**src/rtl/piso_pkg.sv**
```systemverilog
package piso_pkg;

  localparam int NUM_SHCLK = 2;

  typedef enum logic [1:0] {
    OP_HOLD  = 2'd0,
    OP_LOAD  = 2'd1,
    OP_SHIFT = 2'd2
  } stage_op_e;

  // Load wins over shift; a shift needs a detected rising shift clock.
  function automatic stage_op_e pick_op(input logic load_low, input logic shift_rise);
    if (load_low)        return OP_LOAD;
    else if (shift_rise) return OP_SHIFT;
    else                 return OP_HOLD;
  endfunction

endpackage

```
**src/rtl/piso_sync.sv**
```systemverilog
module piso_sync #(
  parameter int STAGES = 2
) (
  input  logic clk,
  input  logic rst_n,
  input  logic d_async,
  output logic q_sync
);
  logic [STAGES-1:0] pipe_q;
  logic [STAGES-1:0] pipe_d;

  genvar g;
  generate
    for (g = 0; g < STAGES; g++) begin : g_stage
      if (g == 0) begin : g_first
        assign pipe_d[g] = d_async;
      end else begin : g_rest
        assign pipe_d[g] = pipe_q[g-1];
      end
    end
  endgenerate

  always_ff @(posedge clk or negedge rst_n) begin
    if (!rst_n) pipe_q <= '0;
    else        pipe_q <= pipe_d;
  end

  assign q_sync = pipe_q[STAGES-1];
endmodule

```
**src/rtl/piso_edge.sv**
```systemverilog
module piso_edge (
  input  logic clk,
  input  logic rst_n,
  input  logic level,
  output logic rise
);
  logic level_q;

  always_ff @(posedge clk or negedge rst_n) begin
    if (!rst_n) level_q <= 1'b0;
    else        level_q <= level;
  end

  assign rise = level & ~level_q;
endmodule

```
**src/rtl/piso_chain.sv**
```systemverilog
module piso_chain
  import piso_pkg::*;
#(
  parameter int WIDTH = 8
) (
  input  logic             clk,
  input  logic             rst_n,
  input  stage_op_e        op,
  input  logic [WIDTH-1:0] par_in,
  input  logic             ser_in,
  input  logic             load_n,
  output logic [WIDTH-1:0] stage_q,
  output logic             tail
);
  logic [WIDTH-1:0] stage_d;
  logic             stage_en;

  always_comb begin
    stage_d  = stage_q;
    stage_en = 1'b0;
    unique case (op)
      OP_LOAD: begin
        stage_d  = par_in;
        stage_en = 1'b1;
      end
      OP_SHIFT: begin
        stage_d  = {stage_q[WIDTH-2:0], ser_in};
        stage_en = 1'b1;
      end
      default: begin
        stage_d  = stage_q;
        stage_en = 1'b0;
      end
    endcase
  end

  always_ff @(posedge clk or negedge rst_n) begin
    if (!rst_n)        stage_q <= '0;
    else if (stage_en) stage_q <= stage_d;
  end

  // Level-driven load: the top bit bypasses the register while load is low.
  assign tail = load_n ? stage_q[WIDTH-1] : par_in[WIDTH-1];
endmodule

```
**src/rtl/piso_shift_reg.sv**
```systemverilog
module piso_shift_reg
  import piso_pkg::*;
#(
  parameter int WIDTH       = 8,
  parameter int SYNC_STAGES = 2
) (
  input  logic             clk_sys,
  input  logic             rst_sys_n,
  input  logic [WIDTH-1:0] par_in,
  input  logic             ser_in,
  input  logic             load_n,
  input  logic             shclk_a,
  input  logic             shclk_b,
  output logic             tail_out,
  output logic             tail_out_n
);
  localparam int RST_STAGES = 2;

  logic [RST_STAGES-1:0] rst_pipe_q;
  logic                  rst_n_q;
  logic                  shclk_any;
  logic                  shclk_sync;
  logic                  shclk_rise;
  stage_op_e             op_sel;
  logic [WIDTH-1:0]      stage_q;
  logic                  tail_w;

  // Reset: asserted asynchronously, released on the system clock.
  always_ff @(posedge clk_sys or negedge rst_sys_n) begin
    if (!rst_sys_n) rst_pipe_q <= '0;
    else            rst_pipe_q <= {rst_pipe_q[RST_STAGES-2:0], 1'b1};
  end
  assign rst_n_q = rst_pipe_q[RST_STAGES-1];

  // Combine the shift clocks first so only one synchronizer is needed.
  assign shclk_any = shclk_a | shclk_b;

  piso_sync #(.STAGES(SYNC_STAGES)) sync_i (
    .clk     (clk_sys),
    .rst_n   (rst_n_q),
    .d_async (shclk_any),
    .q_sync  (shclk_sync)
  );

  piso_edge edge_i (
    .clk   (clk_sys),
    .rst_n (rst_n_q),
    .level (shclk_sync),
    .rise  (shclk_rise)
  );

  assign op_sel = pick_op(~load_n, shclk_rise);

  piso_chain #(.WIDTH(WIDTH)) chain_i (
    .clk     (clk_sys),
    .rst_n   (rst_n_q),
    .op      (op_sel),
    .par_in  (par_in),
    .ser_in  (ser_in),
    .load_n  (load_n),
    .stage_q (stage_q),
    .tail    (tail_w)
  );

  assign tail_out   = tail_w;
  assign tail_out_n = ~tail_w;
endmodule

```
**config.mk**
```make
export PLATFORM = sky130hd
export DESIGN_NAME = piso_shift_reg
export DESIGN_NICKNAME = d
export VERILOG_FILES = /design/src/rtl/piso_pkg.sv /design/src/rtl/piso_sync.sv /design/src/rtl/piso_edge.sv /design/src/rtl/piso_chain.sv /design/src/rtl/piso_shift_reg.sv
export SDC_FILE = /design/constraint.sdc
export NUM_CORES = 1
export LEC_CHECK = 0
export ABC_AREA = 1
export BUFFER_PORTS_ARGS = -buffer_cell sky130_fd_sc_hd__clkbuf_2
export CORE_AREA = 2 2 46 59
export DETAILED_ROUTE_END_ITERATION = 8
export DIE_AREA = 0 0 48 61
export PLACE_DENSITY = 0.52
export SLEW_MARGIN = 20
export SYNTH_ARGS = -nofsm -noshare
export SYNTH_HDL_FRONTEND = slang
export SYNTH_SLANG_ARGS = --single-unit
```
**constraint.sdc**
```tcl
create_clock -name clk_sys -period 0.9 [get_ports clk_sys]
set_input_delay 0.18 -clock clk_sys [delete_from_list [all_inputs] [get_ports clk_sys]]
set_output_delay 0.18 -clock clk_sys [all_outputs]
set_load 0.05 [all_outputs]
```
; Yosys cells after proc, flatten, opt, wreduce, memory -nomap -nowiden
; Index checks and enable logic that the tools add are counted.
[word_totals]
ff_bits = 13
inputBits = 14
out_inout_bits = 2
elab_cells = 18
[classes]
eq_ne = 2
muxes = 5
bitwise = 4
reduce_logical = 3
[ops]
columns = operator, n
row1 = $pmux 8 s2, 1
row2 = $mux 2, 2
row3 = $eq 2x1->1 const B, 1
row4 = $eq 2x2->1 const B, 1
row5 = $mux 1, 2
row6 = $not 1->1, 2
row7 = $reduce_and 2->1, 1
row8 = $reduce_bool 2->1, 1
row9 = $reduce_or 2->1, 1
row10 = $and 1x1->1, 1
row11 = $or 1x1->1, 1

; Longest topological paths before layout
; Gate-level depths: netlist of run 1.
[depth]
word_depth = 8
depth_mapped = 6
depth_no_buf = 5

; Modules after synthesis
; A second synthesis of run 1 with hierarchy kept.
[hier_totals]
cells_unflattened = 87
hier_area_um2 = 630.6
[by_module_without_submodules]
columns = mod, n_inst, cells_per_inst, area_each_um2, seq_area_each_um2
row1 = piso_chain, 1, 72, 465.4, 200.2
row2 = piso_shift_reg, 1, 10, 80.1, 50.0
row3 = piso_sync, 1, 2, 50.0, 50.0
row4 = piso_edge, 1, 3, 35.0, 25.0

; Worst setup path before layout of run 1
; OpenSTA, ideal clock, no wires.
[synth_timing]
path_type = register to output
from = reg chain_i.stage_q[7]
to = out tail_out_n
arrival_time_ns = 0.982
required_ns = 0.720
path_slack_ns = -0.262
stages_incl_launch_ff = 4
path_buffers = 0
cell_sequence = dfrtp_1 > nand2_1 > nand2_2 > inv_1
[synth_via]
elab_chain_len = 2
[synth_rtl]
columns = element, line_no
row1 = "start, declared", piso_chain.sv:12  ; output logic [WIDTH-1:0] stage_q,
row2 = "start signal, assigned", piso_chain.sv:39  ; else if (stage_en) stage_q <= stage_d;
row3 = $mux 1, piso_chain.sv:43  ; assign tail = load_n ? stage_q[WIDTH-1] : par_in[WIDTH-1];
row4 = named net tail_out, piso_shift_reg.sv:14  ; output logic tail_out,
row5 = $not 1->1, piso_shift_reg.sv:66  ; assign tail_out_n = ~tail_w;
row6 = "end, declared", piso_shift_reg.sv:15  ; output logic tail_out_n
; The timed path passes the listed nets, and every way through them passes these cells.

; Final worst setup path of run 1
[layout_timing]
from = reg chain_i.stage_q[7]
to = out tail_out_n
[layout_via]
elab_chain_len = 2
[layout_rtl]
columns = element, line_no
row1 = $mux 1, piso_chain.sv:43
row2 = $not 1->1, piso_shift_reg.sv:66
; No other way between the ends.

==> summary.txt, run 1 <==
status - finished with violations
failing checks - negative setup slack
combinational fraction of design power - 0.195
Slew Viols, Final - 0
Post-Synthesis Cells - 59
Seq pwr share - 0.536
Core Box Area - 0.002377 mm^2
worst-path fanout max - 3
initial antenna violation count - 0
Port Buffer Count - 15
Setup violations, final - 2
post-synthesis sequential area ratio - 0.5752
Synth top area share - 0.5752
Post-Syn Nets - 73
RD Place Congestion - 0.6805
busiest grt layer - met2
CP Launch Point - chain_i.stage_q[7]$_DFFE_PN0P_
Hold WS - 0.1046 ns
number of max-cap violations - 0
Via density - 4.226
CTS root buf - clkbuf_4
Worst setup EP type - output port
1st-iter DRT viols - 12
Post-DRT Antenna Nets - 0
clk slew on worst S/H paths - 0.07 ns
Hold Crit Class - primary input to flip-flop
DRT Pass-1 Iters - 4
critical path class - flip-flop to output port
DP Worst Slack - -0.1354 ns
dpl hpwl - 875.6 um
area leader, netlist - dfrtp_1
Pwr per Cell Area - 1526 mW/mm^2
DR DRC count - 0
chip width - 48 um
Pint - 0.9191 mW
Cell Count, Final, Fillers Out - 115
CP Launch Type - flip-flop
fin crit period - 1.204 ns
worst-case clock buffer depth - 2
Die Y - 61 um
largest net degree at the start of global routing - 16
met2 Use GR - 0.1390
standard-cell rows - 20
CTS tree - done
vias in the first global route - 478
initial core utilization - 0.2379
Syn Area/Cell - 9.585 um^2
Critical Path End - tail_out_n
diode count - 0
Distinct cells, synth - 13
clk_lat worst skew - 0.26 ns
Peak VDD IR - 0.7497 mV
Cell Area, Synth - 565.5 um^2
met3 usage - 0.01786
Crit Reg-Reg Endpoint - chain_i.stage_q[1]$_DFFE_PN0P_
CP Data Required Time - 0.72 ns
FF-to-FF path depth - 3
Sw Pwr - 0.3313 mW
reg2reg setup slack - 0.05 ns
Num CTS Buffers - 3
total gr overflow - 0
gr usage total - 0.09607
die area - 0.002928 mm^2
Hold Vio Cnt, Final - 0
DR vias - 486
Leak - 0.3888 nW
switching share of power - 0.2650
M1 GR Usage - 0.1304
YS warnings - 0
Core Util, Final - 0.3447
Post-Route WL - 1105 um
ranking of synthesized cells by area - dfrtp_1 (58%), nand3_1 (13%), nand4_1 (7.7%)
clk sinks - 13
filler cell count - 259
share of cells above drive strength 1 - 0.4390
P&R area growth vs syn - 44.91%
first-pass GRT wire length - 1938 um
Final WS setup - -0.3039 ns
reg2reg start - sync_i.pipe_q[1]$_DFF_PN0_
drt wl/cell - 9.609 um
Clock power frac - 0.269
unrepaired setup endpoints after global routing - yes
CP arrival - 1.02 ns
io pins - 16
Worst Clk Skew - 0.006518 ns
final period utilization - 1.338
fin nets - 97
Inst Count DP - 109
Fmax - 830.6 MHz
#FFs+latches synth - 13
H-tree Lvls - 1
flip-flops by register name (all words and copies together), names as in the netlist:
register,cells
rst_pipe_q,2
edge_i.level_q,1
chain_i.stage_q,8
sync_i.pipe_q,2
cell type report:
cell class                 count  area, um^2  area share
inverter                       4       26.28     0.03206
clock buffer                   4       26.28     0.03206
timing repair buffer          22       163.9      0.2000
sequential                    13       326.6      0.3985
multi-input combinational     39       235.2      0.2870
tap                           33       41.29     0.05038
placed cells by master, fill, tap and decap left out:
cell type      Yosys  final
clkbuf_16          0      1
inv_8              0      1
dfrtp_2            0      1
nand2_4            0      1
clkbuf_1           0      1
clkbuf_2           0     13
nand3_1           15     14
nand2_8            0      2
dfrtp_1           13     12
clkinvlp_4         0      1
conb_1             1      1
nand3_2            0      1
nand2_1           11     10
or2_2              1      1
dlygate4sd3_1      0      1
nor2_2             0      1
inv_2              2      2
buf_6              2      3
clkbuf_4           0      4
nand2_2            3      1
buf_4              1      3
nand4_1            7      7
metrics by stage:
| step | area [um^2] | setup TNS (ns) | total power [mW] |
|---|---|---|---|
| finish | 819.5 | -0.5928 | 1.250 |
| global route | 819.5 | -0.7366 | 1.331 |
| CTS | 790.8 | -0.6284 | 1.263 |
| detailed placement | 728.2 | -0.2433 | 0.8903 |
| global placement | 728.2 | -0.2165 | 0.8834 |
| floorplan | 613.1 | -0.07860 | 0.8252 |
power groups by stage:
stage	logic [mW]	clock network, mW	registers, mW
4_1_cts	0.235	0.358	0.669
5_1_grt	0.269	0.383	0.679
6_report	0.243	0.337	0.671
3_3_place_gp	0.205	0	0.679
3_5_place_dp	0.210	0	0.680
2_1_floorplan	0.156	0	0.669
worst max-delay path, stage by stage, from the launching register on:
cell and delay [ns]:
dfrtp_1 0.37, nand2_2 0.11, nand2_8 0.06, clkinvlp_4 0.07
clkbuf_16 0.15
cells in the mapped netlist:
library cell,n
nand3_1,15
nor2_1,1
nand2_1,11
inv_2,2
conb_1,1
or2_2,1
inv_1,1
nand4_1,7
inv_4,1
dfrtp_1,13
buf_6,2
buf_4,1
nand2_2,3
worst min-delay path by stage:
stage,endpoint,from,cells after the start
CTS,sync_i.pipe_q[0]$_DFF_PN0_,shclk_a,2
detailed placement,rst_pipe_q[0]$_DFF_PN0_,rst_sys_n,1
global placement,rst_pipe_q[0]$_DFF_PN0_,rst_sys_n,1
global route,sync_i.pipe_q[0]$_DFF_PN0_,shclk_a,2
floorplan,rst_pipe_q[0]$_DFF_PN0_,rst_sys_n,0
finish,sync_i.pipe_q[0]$_DFF_PN0_,shclk_a,2
what timing repair did:
action / 4_1_cts / 5_1_grt
pin swaps: 0 / 11
endpoints found under the setup margin: 4 / 10
gates cloned: 0 / 0
buffers inserted: 0 / 1
hold buffers: 1 / 0
resized for setup: 5 / 6
hold endpoints to repair: 2 / 0
cell families after synthesis:
logic type	after synthesis	share of synthesized area
other cells	1	0.006631
simple gates	38	0.3341
flops	13	0.5752
buf+inv	7	0.08408
routing by layer:
metal	vias up	share of wire	wire length (um)
li1	245	-	-
met1	227	0.43	478
met2	12	0.52	571
met3	2	0.041	45
met4	0	0.0081	9
met5	-	0	0
No activity file was read; power rests on OpenSTA's default activity.
==> inputs of run 2 (changes only) <==
CORE_AREA = 2 2 39 41   (was 2 2 46 59)
DIE_AREA = 0 0 41 43   (was 0 0 48 61)
PLACE_DENSITY = 0.76   (was 0.52)
==> summary.txt, run 2 (same netlist as run 1, synthesis figures left out) <==
Num CTS Buffers - 3 (unchanged)
placed inst area - 706.9 um^2 (-2.9%)
hold_sp - shclk_b
worst-case clock buffer depth - 2 (unchanged)
Hold Crit Class - primary input to flip-flop
Peak VDD IR - 0.9836 mV (+31%)
Clock power frac - 0.289 (+0.020)
Hold Vio Cnt, Final - 0 (unchanged)
Hold WS - 0.09016 ns (-0.01439 ns)
Largest regs - chain_i.stage_q x8, rst_pipe_q x2, sync_i.pipe_q x2
largest net degree at the start of global routing - 16 (unchanged)
DRT Pass-1 Iters - 3 (-1)
Die Y - 43 um (-30%)
unrepaired setup endpoints after global routing - yes
final period utilization - 1.351 (+0.01342)
DR vias - 468 (-3.7%)
fin crit period - 1.216 ns (+0.01208 ns)
CTS root buf - clkbuf_4
reg2reg start - sync_i.pipe_q[1]$_DFF_PN0_
Leak - 0.3824 nW (-1.6%)
diode count - 0 (unchanged)
Cell Count, Final, Fillers Out - 97 (-16%)
Finished Cell Area - 785.8 um^2 (-4.1%)
Final WS setup - -0.3160 ns (-0.01208 ns)
clk_lat worst skew - 0.28 ns (+0.02 ns)
P&R area growth vs syn - 38.94%
Largest register FFs - 8 (unchanged)
Slew Viols, Final - 0 (unchanged)
dpl hpwl - 745.9 um (-15%)
RD Place Congestion - 0.7812 (+15%)
number of max-cap violations - 0 (unchanged)
Worst setup EP type - output port
Setup violations, final - 2 (unchanged)
Post-DRT Antenna Nets - 0 (unchanged)
failing checks - negative setup slack
Post-Route WL - 1022 um (-7.5%)
CP Launch Type - flip-flop
Tot Pwr - 1.276 mW (+2.0%)
Via density - 4.825 (+14%)
Port Buffer Count - 15 (unchanged)
drt wl/cell - 10.54 um (+9.7%)
io pins - 16 (unchanged)
most flop-heavy register - chain_i.stage_q
clk sinks - 13 (unchanged)
Pwr per Cell Area - 1623 mW/mm^2 (+6.4%)
clk slew on worst S/H paths - 0.07 ns (about the same)
first-pass GRT wire length - 1731 um (-11%)
Sw Pwr - 0.3596 mW (+8.6%)
CP arrival - 1.04 ns (+0.02 ns)
switching share of power - 0.2820 (+0.01698)
Seq pwr share - 0.526 (-0.010)
DR DRC count - 0 (unchanged)
vias in the first global route - 438 (-8.4%)
Core Box Area - 0.001384 mm^2 (-42%)
fin nets - 96 (-1.0%)
status - finished with violations
Fmax - 822.4 MHz (-0.99%)
Inst Count DP - 92 (-16%)
most frequent cells in the layout - nand3_1 (15), clkbuf_2 (13), dfrtp_1 (12)
total gr overflow - 0 (unchanged)
chip width - 41 um (-15%)
initial antenna violation count - 0 (unchanged)
CTS tree - done
worst-path fanout max - 3 (unchanged)
Worst Clk Skew - 0.01086 ns (+0.004338 ns)
initial core utilization - 0.4087 (+0.1708)
Post-CTS Setup Repair Bufs - 0 (unchanged)
standard-cell rows - 14 (-30%)
critical path class - flip-flop to output port
CP Launch Point - chain_i.stage_q[7]$_DFFE_PN0P_
Core Util, Final - 0.5678 (+0.2231)
most common cell after layout, fill and taps aside - nand3_1
Pint - 0.9159 mW (-0.34%)
gr usage total - 0.1489 (+0.05280)
1st-iter DRT viols - 6 (-6)
die area - 0.001763 mm^2 (-40%)
H-tree Lvls - 1 (unchanged)
CP Data Required Time - 0.72 ns (about the same)
share of cells above drive strength 1 - 0.4198 (-0.01927)
combinational fraction of design power - 0.185 (-0.010)
-- run 2: cell count changes in the layout (fill, tap and decap cells not counted), sizes merged --
cell | previous run | this run
buf | 6 | 5
-- run 2: area by class of cell --
| class | count | area [um^2] |
|---|---|---|
| clock buffers | 4 | 26.28 |
| multi-input cells | 39 | 230.2 |
| well taps | 16 | 20.02 |
| repair buffers | 21 | 156.4 |
| inverters | 4 | 26.28 |
| fillers | 127 | 598.1 |
| flip-flops and latches | 13 | 326.6 |
-- run 2: power groups by stage --
stage          Sequential (mW)  Combinational, mW  Clock [mW]
2_1_floorplan            0.669              0.156           0
3_3_place_gp             0.678              0.201           0
3_5_place_dp             0.680              0.206           0
4_1_cts                  0.670              0.233       0.376
5_1_grt                  0.678              0.260       0.401
6_report                 0.671              0.236       0.368
-- run 2: path summary, 6_finish.rpt --
kind	end	slack, ns	cells past startpoint
min in group asynchronous	chain_i.stage_q[0]$_DFFE_PN0P_	0.17	0
max reg2reg	chain_i.stage_q[5]$_DFFE_PN0P_	0.03	3
max	tail_out_n	-0.32	4
min reg2reg	chain_i.stage_q[0]$_DFFE_PN0P_	0.17	0
min	sync_i.pipe_q[0]$_DFF_PN0_	0.09	2
max in group asynchronous	sync_i.pipe_q[1]$_DFF_PN0_	0.39	0
-- run 2: routing by layer --
metal,wire [um],GRT usage
met3,55,0.04712
met1,446,0.1799
met2,500,0.2250
met5,0,0
met4,19,0.08000
-- run 2: critical path, stage by stage, from the launching register on --
cell and delay [ns]:
dfrtp_1 0.37, nand2_2 0.11, nand2_8 0.06, clkinvlp_4 0.07, clkbuf_16 0.15
-- run 2: repair_timing --
item / in CTS / in global routing
gates resized for setup: 6 / 4
hold buffers: 1 / 0
endpoints found under the hold margin: 2 / 0
pin swaps: 0 / 3
endpoints found under the setup margin: 3 / 6
-- run 2: metrics by stage --
stage | TNS [ns] | worst slack [ns]
2_1_floorplan | -0.07860 | -0.07860
3_3_place_gp | -0.2088 | -0.1174
3_5_place_dp | -0.2440 | -0.1340
4_1_cts | -0.6397 | -0.3247
5_1_grt | -0.7610 | -0.3737
6_report | -0.6188 | -0.3160
